$ cat src/rtl/rekey_pkg.sv
`timescale 1ns/1ps
package rekey_pkg;
    typedef enum logic [1:0] {
        RK_IDLE  = 2'd0,
        RK_DRAIN = 2'd1,
        RK_INVAL = 2'd2,
        RK_LOAD  = 2'd3
    } rk_state_e;
endpackage

$ cat src/rtl/rk_gap_timer.sv
`timescale 1ns/1ps
module rk_gap_timer #(
    parameter int CNT_W = 16
) (
    input  logic             clk,
    input  logic             rst_n,
    input  logic             clear_i,
    input  logic [CNT_W-1:0] min_gap_i,
    output logic             blocked_o
);
    localparam logic [CNT_W-1:0] CNT_MAX = '1;

    logic [CNT_W-1:0] cnt_d, cnt_q;

    always_comb begin
        cnt_d = cnt_q;
        if (clear_i)
            cnt_d = '0;
        else if (cnt_q != CNT_MAX)
            cnt_d = cnt_q + 1'b1;
    end

    always_ff @(posedge clk or negedge rst_n) begin
        if (!rst_n) cnt_q <= '0;
        else        cnt_q <= cnt_d;
    end

    assign blocked_o = (cnt_q < min_gap_i);

    // Counter restarts from zero after every activation.
    assert_gap_restart_R7: assert property (@(posedge clk) disable iff (!rst_n)
        clear_i |=> (cnt_q == '0));
endmodule

$ cat src/rtl/rk_auto_trigger.sv
`timescale 1ns/1ps
module rk_auto_trigger #(
    parameter int CNT_W = 16
) (
    input  logic             clk,
    input  logic             rst_n,
    input  logic             clear_i,
    input  logic             tick_i,
    input  logic [CNT_W-1:0] period_i,
    output logic             fire_o
);
    logic [CNT_W-1:0] cnt_d, cnt_q;
    logic             armed;

    assign armed  = (period_i != '0);
    assign fire_o = tick_i && armed && ({1'b0, cnt_q} + 1'b1 >= {1'b0, period_i});

    always_comb begin
        cnt_d = cnt_q;
        if (clear_i || fire_o)
            cnt_d = '0;
        else if (tick_i && armed)
            cnt_d = cnt_q + 1'b1;
    end

    always_ff @(posedge clk or negedge rst_n) begin
        if (!rst_n) cnt_q <= '0;
        else        cnt_q <= cnt_d;
    end

    assert_fire_restart_R8: assert property (@(posedge clk) disable iff (!rst_n)
        fire_o |=> (cnt_q == '0));
    assert_no_fire_disabled_R8: assert property (@(posedge clk) disable iff (!rst_n)
        (period_i == '0) |-> !fire_o);
endmodule

$ cat src/rtl/rekey_ctrl.sv
`timescale 1ns/1ps
module rekey_ctrl
    import rekey_pkg::*;
#(
    parameter int KEY_W = 64,
    parameter int CNT_W = 16
) (
    input  logic             clk,
    input  logic             rst_n,
    input  logic             rng_valid,
    input  logic [KEY_W-1:0] rng_data,
    output logic             rng_take,
    input  logic             rekey_req,
    input  logic             event_tick,
    input  logic [CNT_W-1:0] auto_period,
    input  logic [CNT_W-1:0] min_gap,
    input  logic             wb_mode,
    input  logic             cache_dirty,
    output logic             drain_req,
    input  logic             drain_done,
    output logic             inv_req,
    input  logic             inv_done,
    output logic [KEY_W-1:0] key,
    output logic             key_valid,
    output logic             busy
);
    typedef struct packed {
        rk_state_e        st;
        logic             pending;
        logic [KEY_W-1:0] key;
        logic             key_vld;
        logic [KEY_W-1:0] stage;
        logic             stage_vld;
    } rk_regs_t;

    rk_regs_t d, q;
    logic     activate;
    logic     gap_blocked;
    logic     auto_fire;
    logic     start_blocked;

    rk_gap_timer #(.CNT_W(CNT_W)) u_gap (
        .clk       (clk),
        .rst_n     (rst_n),
        .clear_i   (activate),
        .min_gap_i (min_gap),
        .blocked_o (gap_blocked)
    );

    rk_auto_trigger #(.CNT_W(CNT_W)) u_auto (
        .clk      (clk),
        .rst_n    (rst_n),
        .clear_i  (activate),
        .tick_i   (event_tick),
        .period_i (auto_period),
        .fire_o   (auto_fire)
    );

    // The first key after reset is never held back by the guard interval.
    assign start_blocked = q.key_vld && gap_blocked;

    always_comb begin
        d        = q;
        activate = 1'b0;
        rng_take = 1'b0;

        if (rekey_req || auto_fire)
            d.pending = 1'b1;

        if ((q.st == RK_DRAIN || q.st == RK_INVAL) && !q.stage_vld && rng_valid) begin
            d.stage     = rng_data;
            d.stage_vld = 1'b1;
            rng_take    = 1'b1;
        end

        unique case (q.st)
            RK_IDLE: begin
                if (q.pending && !start_blocked) begin
                    d.pending = rekey_req || auto_fire;
                    d.st      = wb_mode ? RK_DRAIN : RK_INVAL;
                end
            end
            RK_DRAIN: begin
                if (drain_done && !cache_dirty)
                    d.st = RK_INVAL;
            end
            RK_INVAL: begin
                if (q.stage_vld && inv_done) begin
                    d.key       = q.stage;
                    d.key_vld   = 1'b1;
                    d.stage_vld = 1'b0;
                    d.st        = RK_LOAD;
                    activate    = 1'b1;
                end
            end
            RK_LOAD: begin
                d.st = RK_IDLE;
            end
            default: d.st = RK_IDLE;
        endcase
    end

    always_ff @(posedge clk or negedge rst_n) begin
        if (!rst_n) begin
            q.st        <= RK_IDLE;
            q.pending   <= 1'b1;
            q.key       <= '0;
            q.key_vld   <= 1'b0;
            q.stage     <= '0;
            q.stage_vld <= 1'b0;
        end else begin
            q <= d;
        end
    end

    assign drain_req = (q.st == RK_DRAIN);
    assign inv_req   = (q.st == RK_INVAL) && q.stage_vld;
    assign key       = q.key;
    assign key_valid = q.key_vld;
    assign busy      = !q.key_vld || (q.st == RK_DRAIN) || (q.st == RK_INVAL);

    assert_key_on_inv_R5: assert property (@(posedge clk) disable iff (!rst_n)
        !$stable(q.key) |-> ($past(inv_done) && $past(inv_req)));
    assert_drain_clean_R4: assert property (@(posedge clk) disable iff (!rst_n)
        ((q.st == RK_INVAL) && ($past(q.st) == RK_DRAIN)) |-> !$past(cache_dirty));
    assert_wt_skips_drain_R3: assert property (@(posedge clk) disable iff (!rst_n)
        ((q.st == RK_IDLE) && !wb_mode) |=> (q.st != RK_DRAIN));
    assert_one_handshake_R3: assert property (@(posedge clk) disable iff (!rst_n)
        $onehot0({drain_req, inv_req}));
    assert_gap_holds_R7: assert property (@(posedge clk) disable iff (!rst_n)
        ((q.st == RK_IDLE) && start_blocked) |=> (q.st == RK_IDLE));
    assert_busy_no_key_R6: assert property (@(posedge clk) disable iff (!rst_n)
        !key_valid |-> busy);
endmodule

$ cat config.mk
export PLATFORM = sky130hd
export DESIGN_NAME = rekey_ctrl
export DESIGN_NICKNAME = d
export VERILOG_FILES = /design/src/rtl/rekey_pkg.sv /design/src/rtl/rk_gap_timer.sv /design/src/rtl/rk_auto_trigger.sv /design/src/rtl/rekey_ctrl.sv
export SDC_FILE = /design/constraint.sdc
export NUM_CORES = 1
export LEC_CHECK = 0
export ABC_CLOCK_PERIOD_IN_PS = 3100
export BUFFER_PORTS_ARGS = -buffer_cell sky130_fd_sc_hd__buf_4
export CAP_MARGIN = 5
export CORE_UTILIZATION = 51
export CTS_BUF_LIST = sky130_fd_sc_hd__clkbuf_8
export DETAILED_ROUTE_END_ITERATION = 7
export HOLD_SLACK_MARGIN = 0.12
export PLACE_DENSITY = 0.88
export SYNTH_ARGS = -nofsm -noshare
export SYNTH_HDL_FRONTEND = slang
export SYNTH_SLANG_ARGS = --single-unit
$ cat constraint.sdc
create_clock -name clk -period 3.1 [get_ports clk]
set_input_delay 0.155 -clock clk [delete_from_list [all_inputs] [get_ports clk]]
set_output_delay 0.155 -clock clk [all_outputs]
set_load 0.01 [all_outputs]
# == Yosys cells after proc, flatten, opt, wreduce, memory -nomap -nowiden ==
# Cells that the tools add are included.
# W data, S select, Z words.
# classes
n_addsub,3
muxes,17
magnitude_cmp,2
n_reduce_logical,24
eq_ne,7
# op_table
cell,n
$mux W16,4
$add A16 B1 Y16 const B,2
$add A16 B1 Y17 const B,1
$ge A17 B16 Y1,1
$lt A16 B16 Y1,1
$ne A16 B16 Y1 const B,1
$reduce_bool A16 Y1,1
$logic_and A1 B1 Y1,9
$mux W1,8
$pmux W2 S4,1
$mux W2,3
$logic_or A1 B1 Y1,5
$eq A2 B2 Y1 const B,2
$logic_not A1 Y1,4
$ne A2 B2 Y1 const B,2
$reduce_bool A2 Y1,2
$mux W3,1
$reduce_and A3 Y1,1
$eq A2 B1 Y1 const B,1
$logic_not A2 Y1,1
$ne A2 B1 Y1 const B,1
$reduce_and A2 Y1,1
# totals
output_inout_bits,69
input_bits,105
register_bits,165

# == Longest topological paths before layout ==
# Gate-level depths: netlist (run 1).
# logic_depth
ltp_word,7
mapped_depth,14
depth_no_buf,12

# == Cells and area by module ==
# Synthesis (run 1) repeated with hierarchy kept, for this count alone.
# unflattened
cells_unflattened,969
area_unflattened_um2,8465.6
# modules_own_cells
module,area_per_inst_um2,n_inst,cells_each,seq_area_each_um2
rekey_ctrl,5720.5,1,641,3329.4
rk_auto_trigger,1507.7,1,187,400.4
rk_gap_timer,1237.4,1,141,400.4

# == Worst setup path before layout (run 1) ==
# OpenSTA, ideal clock, no wires.
# synth_path
path_type,flip-flop to flip-flop
from,reg u_auto.cnt_q[0]
to,reg q[130] (netlist bit)
n_path_buf,1
slack_ns,0.028
stages_incl_launch_ff,14
t_arrival_ns,2.984
cell_sequence,dfrtp_1 > ha_1 > nand3_1 > nor2_1 > nand3_1 > xnor2_1 > ha_1 > and4_1 > a41oi_1 > a21boi_1 > a311oi_4 > nor2_2 > buf_6 > or3_1
# synth_rtl
element,line_no,rtl
"start, declared",rk_auto_trigger.sv:12,"logic [CNT_W-1:0] cnt_d, cnt_q;"
"start signal, assigned",rk_auto_trigger.sv:28,else cnt_q <= cnt_d;
"end, declared",rekey_ctrl.sv:36,"rk_regs_t d, q;"

# == Final worst setup path (run 1) ==
# layout_path
from,reg u_auto.cnt_q[1]
to,reg u_auto.cnt_q[8]
# layout_between
elab_chain_cells,5
elab_cells_between_ends,8
cone_classes,add/sub: 2; order compare: 1; mux: 2; reduce/logical: 3
# layout_lines
element,line_no,rtl
$add A16 B1 Y17,rk_auto_trigger.sv:16,"assign fire_o = tick_i && armed && ({1'b0, cnt_q} + 1'b1 >= {1'b0, period_i});"
$ge A17 B16 Y1,rk_auto_trigger.sv:16,
$logic_and A1 B1 Y1,rk_auto_trigger.sv:16,
$logic_or A1 B1 Y1,rk_auto_trigger.sv:20,if (clear_i || fire_o)
$mux W16 or $reduce_bool A2 Y1 (tied branches),-,
# Parallel ways exist; a longest one is shown, timed or not. The select of a mux whose other input is x is not followed.
# A chain may end at the register's enable or synchronous reset.

==> metrics.log, run 1 <==
[metrics] Post-Synthesis Net Count: 1,102
[metrics] Seq/Total Area, Yosys: 50.4%
[metrics] clock-pin slew of the registers on the worst-case setup and hold paths: 0.08 ns
[metrics] worst-case setup slack after placement: 0.0571 ns
[metrics] multiplexer area fraction after synthesis: 0.366%
[metrics] length in cells of the worst reg-to-reg path: 11
[metrics] number of nets at the end of the flow: 1,286
[metrics] number of top-level design ports: 174
[metrics] Synth Area in Adders: 5.65%
[metrics] Die ar.: 0.0166 mm2
[metrics] starting utilization of the core area: 53.1%
[metrics] TritonCTS clock tree: built
[metrics] slew at the pin with the worst max-slew slack: 0.806 ns
[metrics] number of global-route vias before repair: 7,157
[metrics] IR Drop Worst-Case VDD: 647 uV
[metrics] outcome: complete, no violations
[metrics] class of the tightest hold or removal check: input pin to register
[metrics] core region area: 0.0154 mm2
[metrics] Critical R2R Launch: u_auto.cnt_q[1]
[metrics] WL/cell: 15.3 um
[metrics] pin count of the biggest net entering global routing: 88
[metrics] final std cells w/o fill: 1,368
[metrics] startpoint types: register
[metrics] fin. max-slew vios: 0
[metrics] finished layout cell area: 0.0106 mm2
[metrics] Final Hold Vio Count: 0
[metrics] placed cell area: 0.00931 mm2
[metrics] leakage power figure: 5.75 nW
[metrics] achievable frequency: 334 MHz
[metrics] Via-to-Cell Ratio: 5.13
[metrics] H-Tree Level Count: 4
[metrics] post-synthesis average cell area: 8.54 um2
[metrics] placer's final routability congestion estimate: 0.862
[metrics] total power: 7.84 mW
[metrics] overall global routing resource usage: 26.1%
[metrics] minimum hold slack: 0.174 ns
[metrics] capturing element type of the critical path: register
[metrics] Synth Instances: 960
[metrics] min Tclk post-route: 2.99 ns
[metrics] commonest cells after routing, fill and taps aside: sky130_fd_sc_hd__nand2_1, sky130_fd_sc_hd__buf_4, sky130_fd_sc_hd__dfrtp_1
[metrics] final worst-path setup slack: 0.107 ns
[metrics] DRT Wirelength: 21.0 mm
[metrics] number of buffers added by the clock tree synthesis step: 17
[metrics] max-cap violation count: 0
[metrics] simple-gate area share of the yosys netlist: 26.0%
[metrics] diode insertion count for antenna repair: 0
[metrics] layout overhead on the synthesized area: 29.7%
[metrics] number of synthesized flops with an enable pin: 0
[metrics] synthesized cell area: 0.00819 mm2
[metrics] arrival time at the worst endpoint: 3.34 ns
[metrics] biggest area contributors in the synthesized netlist: sky130_fd_sc_hd__dfrtp_1, sky130_fd_sc_hd__nand2_1, sky130_fd_sc_hd__buf_4, sky130_fd_sc_hd__ha_1, sky130_fd_sc_hd__inv_1
[metrics] capture instance of the worst register-to-register path: u_auto.cnt_q[8]
[metrics] complex-gate fraction of the synthesized area: 4.99%
[metrics] number of nets with antenna violations after routing: 0
[metrics] horizontal die dimension: 129 um
[metrics] proportion of netlist area held by the largest area contributor: 50.1%
[metrics] number of buffers added on ports: 173
[metrics] first-pass GRT wire length: 33.5 mm
[metrics] worst-path fanout max: 8
[metrics] number of cells on the worst hold path: 5
[metrics] HPWL after detailed placement: 13.0 mm
[metrics] share of post-route cells with drive strength above 1: 23.0%
[metrics] critical hold path startpoint: inv_done
[metrics] synthesis-stage register bit count: 165
[metrics] Synth async-reset ratio: 100%
[metrics] Clock Root Buffer: sky130_fd_sc_hd__clkbuf_8
[metrics] cell taking the most area after synthesis: sky130_fd_sc_hd__dfrtp_1
[metrics] Placement Rows: 45
[metrics] power density cells: 738 mW/mm2
[metrics] count of synthesis-stage warnings from yosys: 0
[metrics] post-synthesis xor/xnor area fraction: 3.10%
[metrics] Final Cycle Share: 96.5%
[metrics] worst hold path endpoint: q[131]
[metrics] number of remaining DRC errors: 0
[metrics] Post-Place Cells: 1,261
[metrics] die height: 129 um
[metrics] setup repair after global routing missed its margin: true
[metrics] Critical Setup Path Class: register to register
[metrics] final setup violation count: 0
[metrics] CTS sink count: 165
[metrics] Skew-Pair Late Insertion Delay: 0.45 ns
[metrics] initial antenna violation count: 0
[metrics] Max Root-Sink Buffers: 2
[metrics] violation count after the first detailed-routing iteration: 452
[metrics] largest family of logic cells by synthesized area: simple AND/OR/NAND/NOR gates
[metrics] first-pass iteration count of the detailed router: 6
[metrics] main flop type after synthesis: sky130_fd_sc_hd__dfrtp_1
[metrics] GR Overflow Total: 0
[metrics] maximum clock skew at final layout: 0.0113 ns
[metrics] data required time at the worst endpoint: 3.45 ns
[metrics] number of vias after detailed routing: 7,021
[metrics] worst rel slew slack: 46.2%
[metrics] number of unique standard cell types used by synthesis: 49
[metrics] most common cell after layout, fill and taps aside: sky130_fd_sc_hd__nand2_1
[metrics] setup slack, reg-to-reg: 0.11 ns
## worst max path at each step
stage | from | end | slack, ns | depth (start not counted)
after global routing | u_auto.cnt_q[1] | u_auto.cnt_q[2] | -0.07 | 14
after detailed placement | u_auto.cnt_q[1] | u_auto.cnt_q[4] | 0.06 | 14
after floorplan | u_auto.cnt_q[0] | q[130] | 0.03 | 13
final | u_auto.cnt_q[1] | u_auto.cnt_q[8] | 0.11 | 11
after CTS | u_auto.cnt_q[1] | u_auto.cnt_q[4] | 0.02 | 14
after global placement | u_auto.cnt_q[1] | u_auto.cnt_q[2] | 0.20 | 14
## worst max-delay path, cell delays in order, from the launching register on
cell and delay [ns]:
sky130_fd_sc_hd__dfrtp_1 0.39, sky130_fd_sc_hd__ha_2 0.23, sky130_fd_sc_hd__nand3_4 0.11, sky130_fd_sc_hd__xnor2_1 0.15, sky130_fd_sc_hd__ha_1 0.32, sky130_fd_sc_hd__and4_4 0.20, sky130_fd_sc_hd__a31o_1 0.21, sky130_fd_sc_hd__a221o_1 0.39
sky130_fd_sc_hd__a311oi_4 0.40, sky130_fd_sc_hd__nor2_4 0.09, sky130_fd_sc_hd__buf_4 0.20, sky130_fd_sc_hd__nor3_1 0.20
## per-stage QoR
step | TNS (ns) | util (%)
global route | -0.262 | 68.9
CTS | 0 | 67.4
detailed placement | 0 | 60.3
finish | 0 | 68.9
global placement | 0 | 60.3
floorplan | 0 | -
## logic make-up after synthesis
| logic type | Yosys count |
|---|---|
| buf+inv | 140 |
| simple gates | 524 |
| xor+xnor | 29 |
| flops | 165 |
| mux | 3 |
| compound gates | 62 |
| fa+ha+maj | 37 |
## repair_timing
item / in CTS / in global routing
buffers inserted: 0 / 6
setup endpoints to repair: 0 / 17
gates resized for setup: 0 / 38
hold buffers: 69 / 0
hold endpoints to repair: 150 / 0
## routing by layer
| layer | part of all wire [%] | up-vias | track usage [%] | wire length [um] |
|---|---|---|---|---|
| met5 | 0 | - | 0 | 0 |
| met4 | 2.0 | 0 | 9.13 | 427 |
| met3 | 5.1 | 40 | 6.24 | 1060 |
| met2 | 52 | 234 | 47.5 | 10900 |
| met1 | 41 | 3382 | 30.0 | 8590 |
| li1 | - | 3365 | - | - |
## synth_stat cells, types with 13 or more instances
| master | number |
|---|---|
| sky130_fd_sc_hd__a21oi_1 | 20 |
| sky130_fd_sc_hd__buf_4 | 64 |
| sky130_fd_sc_hd__clkbuf_1 | 31 |
| sky130_fd_sc_hd__dfrtp_1 | 164 |
| sky130_fd_sc_hd__ha_1 | 37 |
| sky130_fd_sc_hd__inv_1 | 39 |
| sky130_fd_sc_hd__nand2_1 | 420 |
| sky130_fd_sc_hd__nand3_1 | 27 |
| sky130_fd_sc_hd__nor2_1 | 26 |
| sky130_fd_sc_hd__nor3_1 | 13 |
| sky130_fd_sc_hd__o21ai_0 | 17 |
| sky130_fd_sc_hd__xnor2_1 | 14 |
| sky130_fd_sc_hd__xor2_1 | 15 |
## state kept, by name, summed over array words and instances (netlist names)
signal / cells
key_valid: 1
key: 64
u_auto.cnt_q: 16
u_gap.cnt_q: 16
q: 68
## cell type report
class | instances | area [um2]
repair buffers | 265 | 2210
flip-flops and latches | 165 | 4140
clock buffers | 18 | 248
well taps | 211 | 264
inverters | 40 | 150
clock inverters | 14 | 151
fillers | 1120 | 4800
multi-input cells | 655 | 3460
## report_power, final
group	switching [mW]	leakage, nW	internal (mW)
clock network	0.825	0.199	0.746
registers	0.598	2.12	2.97
logic	1.45	3.44	1.26
Power figures use the tool's default switching activity.
==> run 2, diff against run 1 <==
CORE_ASPECT_RATIO = 1.1   (was unset)
==> metrics.log, run 2 (synthesized netlist as in run 1, its figures left out) <==
[metrics] outcome: complete, no violations
[metrics] final setup violation count: 0 (unchanged)
[metrics] number of buffers added by the clock tree synthesis step: 17 (unchanged)
[metrics] Placement Rows: 48 (+6.7%)
[metrics] cell family contributing the most delay on the critical path: compound AO/OA/AOI/OAI gates
[metrics] number of nets with antenna violations after routing: 0 (unchanged)
[metrics] Final Hold Vio Count: 0 (unchanged)
[metrics] Critical Setup Path Class: register to register
[metrics] Max Root-Sink Buffers: 2 (unchanged)
[metrics] clock-pin slew of the registers on the worst-case setup and hold paths: 0.10 ns (+0.02 ns)
[metrics] die height: 135 um (+4.8%)
[metrics] Final Cycle Share: 96.1% (-0.44 points)
[metrics] number of buffers added on ports: 173 (unchanged)
[metrics] capturing element type of the critical path: register
[metrics] initial antenna violation count: 0 (unchanged)
[metrics] max-cap violation count: 0 (unchanged)
[metrics] register with the most flip-flops: q
[metrics] overall global routing resource usage: 26.5% (+0.41 points)
[metrics] Via-to-Cell Ratio: 5.29 (+3.1%)
[metrics] internal power summed over all cells: 4.96 mW (-0.29%)
[metrics] worst rel slew slack: 50.5% (+4.3 points)
[metrics] number of flip-flops in the largest register: 68 (unchanged)
[metrics] maximum clock skew at final layout: 0.0166 ns (+0.00533 ns)
[metrics] Clock Root Buffer: sky130_fd_sc_hd__clkbuf_8
[metrics] startpoint types: register
[metrics] number of remaining DRC errors: 0 (unchanged)
[metrics] arrival time at the worst endpoint: 3.36 ns (+0.02 ns)
[metrics] Regs by FF count: q: 68 flops, key: 64 flops
[metrics] part of the power in the clock network: 20.3% (+0.3 points)
[metrics] critical path buffer and inverter count: 2 (+1)
[metrics] core region area: 0.0157 mm2 (+1.6%)
[metrics] commonest cells after routing, fill and taps aside: sky130_fd_sc_hd__nand2_1, sky130_fd_sc_hd__buf_4, sky130_fd_sc_hd__dfrtp_1
[metrics] Reg power frac: 45.3% (about the same)
[metrics] Post-Place Cells: 1,248 (-1.0%)
[metrics] pin count of the biggest net entering global routing: 77 (-13%)
[metrics] leakage power figure: 5.72 nW (-0.52%)
[metrics] violation count after the first detailed-routing iteration: 446 (-1.3%)
[metrics] DRT Wirelength: 21.6 mm (+2.9%)
[metrics] starting utilization of the core area: 52.3% (-0.84 points)
[metrics] final std cells w/o fill: 1,354 (-1.0%)
[metrics] power dissipated by switching net loads: 2.95 mW (+2.7%)
[metrics] most numerous cell on the critical path: sky130_fd_sc_hd__buf_4
[metrics] fillcell total: 1,179 (+5.3%)
[metrics] worst-path fanout max: 7 (-1)
[metrics] GR Overflow Total: 0 (unchanged)
[metrics] total power: 7.90 mW (+0.79%)
[metrics] placer's final routability congestion estimate: 0.858 (-0.43%)
[metrics] Crit path largest cell delay: 0.41 ns (about the same)
[metrics] minimum hold slack: 0.177 ns (+0.00324 ns)
[metrics] share of post-route cells with drive strength above 1: 21.8% (-1.2 points)
[metrics] H-Tree Level Count: 4 (unchanged)
[metrics] IR Drop Worst-Case VDD: 448 uV (-31%)
[metrics] CTS sink count: 165 (unchanged)
[metrics] fin. max-slew vios: 0 (unchanged)
[metrics] Die ar.: 0.0166 mm2 (about the same)
[metrics] horizontal die dimension: 123 um (-4.6%)
[metrics] HPWL after detailed placement: 13.1 mm (+0.55%)
[metrics] Final Core Density: 67.1% (-1.7 points)
[metrics] slew at the pin with the worst max-slew slack: 0.742 ns (-0.0643 ns)
[metrics] highest-delay cell along the critical path: sky130_fd_sc_hd__dfrtp_1
[metrics] setup repair after global routing missed its margin: true
[metrics] area of the multi-input gates: 0.00339 mm2 (-2.0%)
[metrics] TritonCTS clock tree: built
[metrics] first-pass iteration count of the detailed router: 5 (-1)
[metrics] achievable frequency: 336 MHz (+0.46%)
[metrics] sw frac: 37.3% (+0.68 points)
[metrics] Skew-Pair Late Insertion Delay: 0.47 ns (+0.02 ns)
[metrics] number of nets at the end of the flow: 1,283 (-0.23%)
[metrics] sequential cell area in the final layout: 0.00414 mm2 (about the same)
[metrics] diode insertion count for antenna repair: 0 (unchanged)
[metrics] crit-path cells: ha_2 > nand3_2 > nor2_4 > buf_4 > xor2_1 > ha_1 > and3_1 > a221o_1 > a311oi_4 > buf_4 > nand4b_1 > a31oi_1
[metrics] min Tclk post-route: 2.98 ns (-0.0137 ns)
[metrics] power density cells: 751 mW/mm2 (+1.8%)
[metrics] class of the tightest hold or removal check: input pin to register
[metrics] combinational group share of total power: 34.4% (about the same)
[metrics] first-pass GRT wire length: 33.8 mm (+0.97%)
[metrics] layout overhead on the synthesized area: 28.4%
[metrics] number of vias after detailed routing: 7,166 (+2.1%)
[metrics] number of top-level design ports: 174 (unchanged)
[metrics] WL/cell: 15.9 um (+3.9%)
[metrics] number of global-route vias before repair: 7,319 (+2.3%)
[metrics] most common cell after layout, fill and taps aside: sky130_fd_sc_hd__nand2_1
[metrics] data required time at the worst endpoint: 3.48 ns (+0.03 ns)
-- run 2: worst paths after layout --
check	from	to	slack, ns	depth (start not counted)
setup / recovery	u_auto.cnt_q[0]	u_auto.cnt_q[2]	0.12	12
hold / removal	cache_dirty	q[131]	0.18	5
setup reg to reg	u_auto.cnt_q[0]	u_auto.cnt_q[2]	0.12	12
hold reg to reg	q[44]	key[43]	0.47	2
max in group asynchronous	rst_n	key[15]	1.88	3
min in group asynchronous	rst_n	q[10]	0.28	2
-- run 2: layout make-up --
class | count | share of cell area (%)
Clock buffer | 17 | 2.22
Clock inverter | 15 | 1.59
Multi-Input combinational cell | 655 | 32.2
Inverter | 40 | 1.43
Sequential cell | 165 | 39.3
Timing Repair Buffer | 262 | 20.9
Tap cell | 200 | 2.38
-- run 2: per-layer routing --
| layer | global-route usage [%] | wire [um] |
|---|---|---|
| met1 | 28.9 | 8040 |
| met4 | 13.0 | 783 |
| met3 | 6.67 | 1210 |
| met2 | 47.4 | 11500 |
| met5 | 0 | 0 |
-- run 2: through the flow --
step,TNS (ns),instance area [um2],setup slack [ns]
after global routing,-0.262,10500,-0.0564
after CTS,0,10400,0.00452
after global placement,0,9290,0.101
after floorplan,0,8190,0.0282
after detailed placement,0,9290,0.0225
final,0,10500,0.121
-- run 2: power by group through the flow --
stage / logic, mW / registers, mW / clock network (mW)
4_1_cts: 2.66 / 3.52 / 1.62
3_3_place_gp: 2.41 / 3.52 / 0
2_1_floorplan: 1.93 / 3.39 / 0
3_5_place_dp: 2.54 / 3.56 / 0
6_report: 2.72 / 3.58 / 1.61
5_1_grt: 3.01 / 3.66 / 1.71
-- run 2: timing repair --
item | 4_1_cts | 5_1_grt
resized for setup | 1 | 21
setup buffers | 2 | 2
pin swaps | 0 | 3
hold endpoints to repair | 142 | 0
hold buffers | 70 | 0
endpoints found under the setup margin | 2 | 17
-- run 2: worst register-to-register path: stages, from the launching register on --
cell and delay, ns:
sky130_fd_sc_hd__dfrtp_1 0.41, sky130_fd_sc_hd__ha_2 0.21, sky130_fd_sc_hd__nand3_2 0.12, sky130_fd_sc_hd__nor2_4 0.17, sky130_fd_sc_hd__buf_4 0.15, sky130_fd_sc_hd__xor2_1 0.17, sky130_fd_sc_hd__ha_1 0.29, sky130_fd_sc_hd__and3_1 0.16
sky130_fd_sc_hd__a221o_1 0.35, sky130_fd_sc_hd__a311oi_4 0.35, sky130_fd_sc_hd__buf_4 0.22, sky130_fd_sc_hd__nand4b_1 0.10, sky130_fd_sc_hd__a31oi_1 0.19
==> run 3, diff against run 2 <==
CELL_PAD_IN_SITES_DETAIL_PLACEMENT = 0   (was unset)
CELL_PAD_IN_SITES_GLOBAL_PLACEMENT = 1   (was unset)
CORE_UTILIZATION = 38   (was 51)
PLACE_DENSITY = 0.89   (was 0.88)
==> metrics.log, run 3 (synthesized netlist as in run 1, its figures left out) <==
[metrics] outcome: complete, no violations
[metrics] register with the most flip-flops: q
[metrics] max-cap violation count: 0 (unchanged)
[metrics] HPWL after detailed placement: 13.2 mm (+0.91%)
[metrics] slew at the pin with the worst max-slew slack: 0.731 ns (-0.0113 ns)
[metrics] number of vias after detailed routing: 6,735 (-6.0%)
[metrics] violation count after the first detailed-routing iteration: 323 (-28%)
[metrics] number of buffers added by the clock tree synthesis step: 17 (unchanged)
[metrics] Post-Place Cells: 1,335 (+7.0%)
[metrics] number of nets at the end of the flow: 1,279 (-0.31%)
[metrics] finished layout cell area: 0.0106 mm2 (+0.49%)
[metrics] commonest cells after routing, fill and taps aside: sky130_fd_sc_hd__nand2_1, sky130_fd_sc_hd__buf_4, sky130_fd_sc_hd__dfrtp_1
[metrics] CTS sink count: 165 (unchanged)
[metrics] fin. max-slew vios: 0 (unchanged)
[metrics] final worst-path setup slack: 0.137 ns (+0.0163 ns)
[metrics] worst-path fanout max: 7 (unchanged)
[metrics] Max Root-Sink Buffers: 2 (unchanged)
[metrics] leakage power figure: 5.72 nW (about the same)
[metrics] H-Tree Level Count: 4 (unchanged)
[metrics] most common cell after layout, fill and taps aside: sky130_fd_sc_hd__nand2_1
[metrics] Critical Setup Path Class: register to register
[metrics] pin count of the biggest net entering global routing: 73 (-5.2%)
[metrics] GR Overflow Total: 0 (unchanged)
[metrics] worst-case setup slack after placement: 0.101 ns (+0.0788 ns)
[metrics] Final Hold Vio Count: 0 (unchanged)
[metrics] most numerous cell on the critical path: sky130_fd_sc_hd__buf_4
[metrics] TritonCTS clock tree: built
[metrics] overall global routing resource usage: 18.9% (-7.7 points)
[metrics] maximum clock skew at final layout: 0.0175 ns (+0.000934 ns)
[metrics] fillcell total: 1,968 (+67%)
[metrics] highest-delay cell along the critical path: sky130_fd_sc_hd__dfrtp_1
[metrics] Regs by FF count: q: 68 flops, key: 64 flops
[metrics] startpoint types: register
[metrics] minimum hold slack: 0.154 ns (-0.0227 ns)
[metrics] initial antenna violation count: 0 (unchanged)
[metrics] placed cell area: 0.00939 mm2 (+1.1%)
[metrics] layout overhead on the synthesized area: 29.0%
[metrics] DRT Wirelength: 19.7 mm (-9.0%)
[metrics] Die ar.: 0.0222 mm2 (+34%)
[metrics] Via-to-Cell Ratio: 4.69 (-11%)
[metrics] capturing element type of the critical path: register
[metrics] die height: 156 um (+16%)
[metrics] data required time at the worst endpoint: 3.49 ns (about the same)
[metrics] number of remaining DRC errors: 0 (unchanged)
[metrics] Final Cycle Share: 95.6% (-0.52 points)
[metrics] diode insertion count for antenna repair: 0 (unchanged)
[metrics] worst rel slew slack: 51.3% (+0.75 points)
[metrics] Final Core Density: 50.7% (-16 points)
[metrics] final std cells w/o fill: 1,435 (+6.0%)
[metrics] clock-pin slew of the registers on the worst-case setup and hold paths: 0.11 ns (about the same)
[metrics] Clock Root Buffer: sky130_fd_sc_hd__clkbuf_8
[metrics] number of global-route vias before repair: 6,828 (-6.7%)
[metrics] Crit path largest cell delay: 0.40 ns (about the same)
[metrics] Skew-Pair Late Insertion Delay: 0.46 ns (about the same)
[metrics] number of top-level design ports: 174 (unchanged)
[metrics] Placement Rows: 55 (+15%)
[metrics] share of post-route cells with drive strength above 1: 21.3% (-0.53 points)
[metrics] first-pass GRT wire length: 32.9 mm (-2.6%)
[metrics] placer's final routability congestion estimate: 0.835 (-2.7%)
[metrics] min Tclk post-route: 2.96 ns (-0.0163 ns)
[metrics] power density cells: 736 mW/mm2 (-2.0%)
[metrics] core region area: 0.0209 mm2 (+33%)
[metrics] number of flip-flops in the largest register: 68 (unchanged)
[metrics] crit-path cells: ha_2 > buf_4 > and3_1 > nand3_1 > xnor2_2 > ha_1 > and4_1 > a221o_1 > a311oi_4 > buf_4 > nand4b_1 > a31oi_1
[metrics] number of nets with antenna violations after routing: 0 (unchanged)
[metrics] final setup violation count: 0 (unchanged)
[metrics] class of the tightest hold or removal check: input pin to register
[metrics] number of buffers added on ports: 173 (unchanged)
[metrics] starting utilization of the core area: 39.3% (-13 points)
[metrics] arrival time at the worst endpoint: 3.35 ns (about the same)
[metrics] setup repair after global routing missed its margin: true
[metrics] IR Drop Worst-Case VDD: 401 uV (-10%)
[metrics] achievable frequency: 337 MHz (+0.55%)
[metrics] first-pass iteration count of the detailed router: 4 (-1)
[metrics] WL/cell: 13.7 um (-14%)
[metrics] horizontal die dimension: 142 um (+16%)
## run 3: cell types whose count changed in the layout (fill, tap and decap cells not counted), sizes merged
cell	before	now
inv	48	49
clkinv	3	4
dlygate4sd3	70	68
clkinvlp	2	0
buf	192	190
## run 3: repair_timing
action	in CTS	in global routing
endpoints found under the hold margin	136	0
setup endpoints to repair	0	17
resized for setup	0	13
hold buffers	68	0
setup buffers	0	0
## run 3: per-layer routing
layer	wire length (um)	global-route usage (%)	part of all wire, %
met4	261	5.38	1.3
met5	0	0	0
met1	8850	23.8	45
met3	835	4.45	4.2
met2	9710	32.1	49
## run 3: worst paths after layout
check                           startpoint  slack, ns               to  cells after the start
setup / recovery           u_auto.cnt_q[1]       0.14  u_auto.cnt_q[2]                     12
hold / removal                    inv_done       0.15           key[2]                      4
setup reg to reg           u_auto.cnt_q[1]       0.14  u_auto.cnt_q[2]                     12
hold reg to reg                      q[50]       0.47          key[49]                      2
max in group asynchronous            rst_n       1.99          key[39]                      3
min in group asynchronous            rst_n       0.28          key[56]                      2
## run 3: cell type report
cell class | count | area, um2 | share of cell area [%]
clock buffers | 17 | 234 | 2.21
multi-input cells | 655 | 3360 | 31.8
repair buffers | 258 | 2140 | 20.2
flip-flops and latches | 165 | 4130 | 39.1
inverters | 40 | 150 | 1.42
well taps | 285 | 357 | 3.37
clock inverters | 15 | 204 | 1.93
## run 3: per-stage QoR
step / setup TNS [ns] / power, mW
after global routing: -0.208 / 8.40
after detailed placement: 0 / 6.08
after global placement: 0 / 5.99
after floorplan: 0 / 5.31
after CTS: 0 / 7.86
final: 0 / 7.79
## run 3: power breakdown
| group | leakage (nW) | internal [mW] | switching (mW) |
|---|---|---|---|
| logic | 3.38 | 1.22 | 1.36 |
| clock network | 0.221 | 0.768 | 0.909 |
| registers | 2.13 | 2.96 | 0.565 |
## run 3: worst max-delay path, delay by kind of cell (launching register included)
kind / cells / cell delay (ns)
DFF: 1 / 0.40
adders and majority gates: 2 / 0.49
and+or+nand+nor: 4 / 0.65
buffers and inverters: 2 / 0.33
AOI/OAI and AO/OA: 3 / 0.86
xor gates and xnor gates: 1 / 0.17
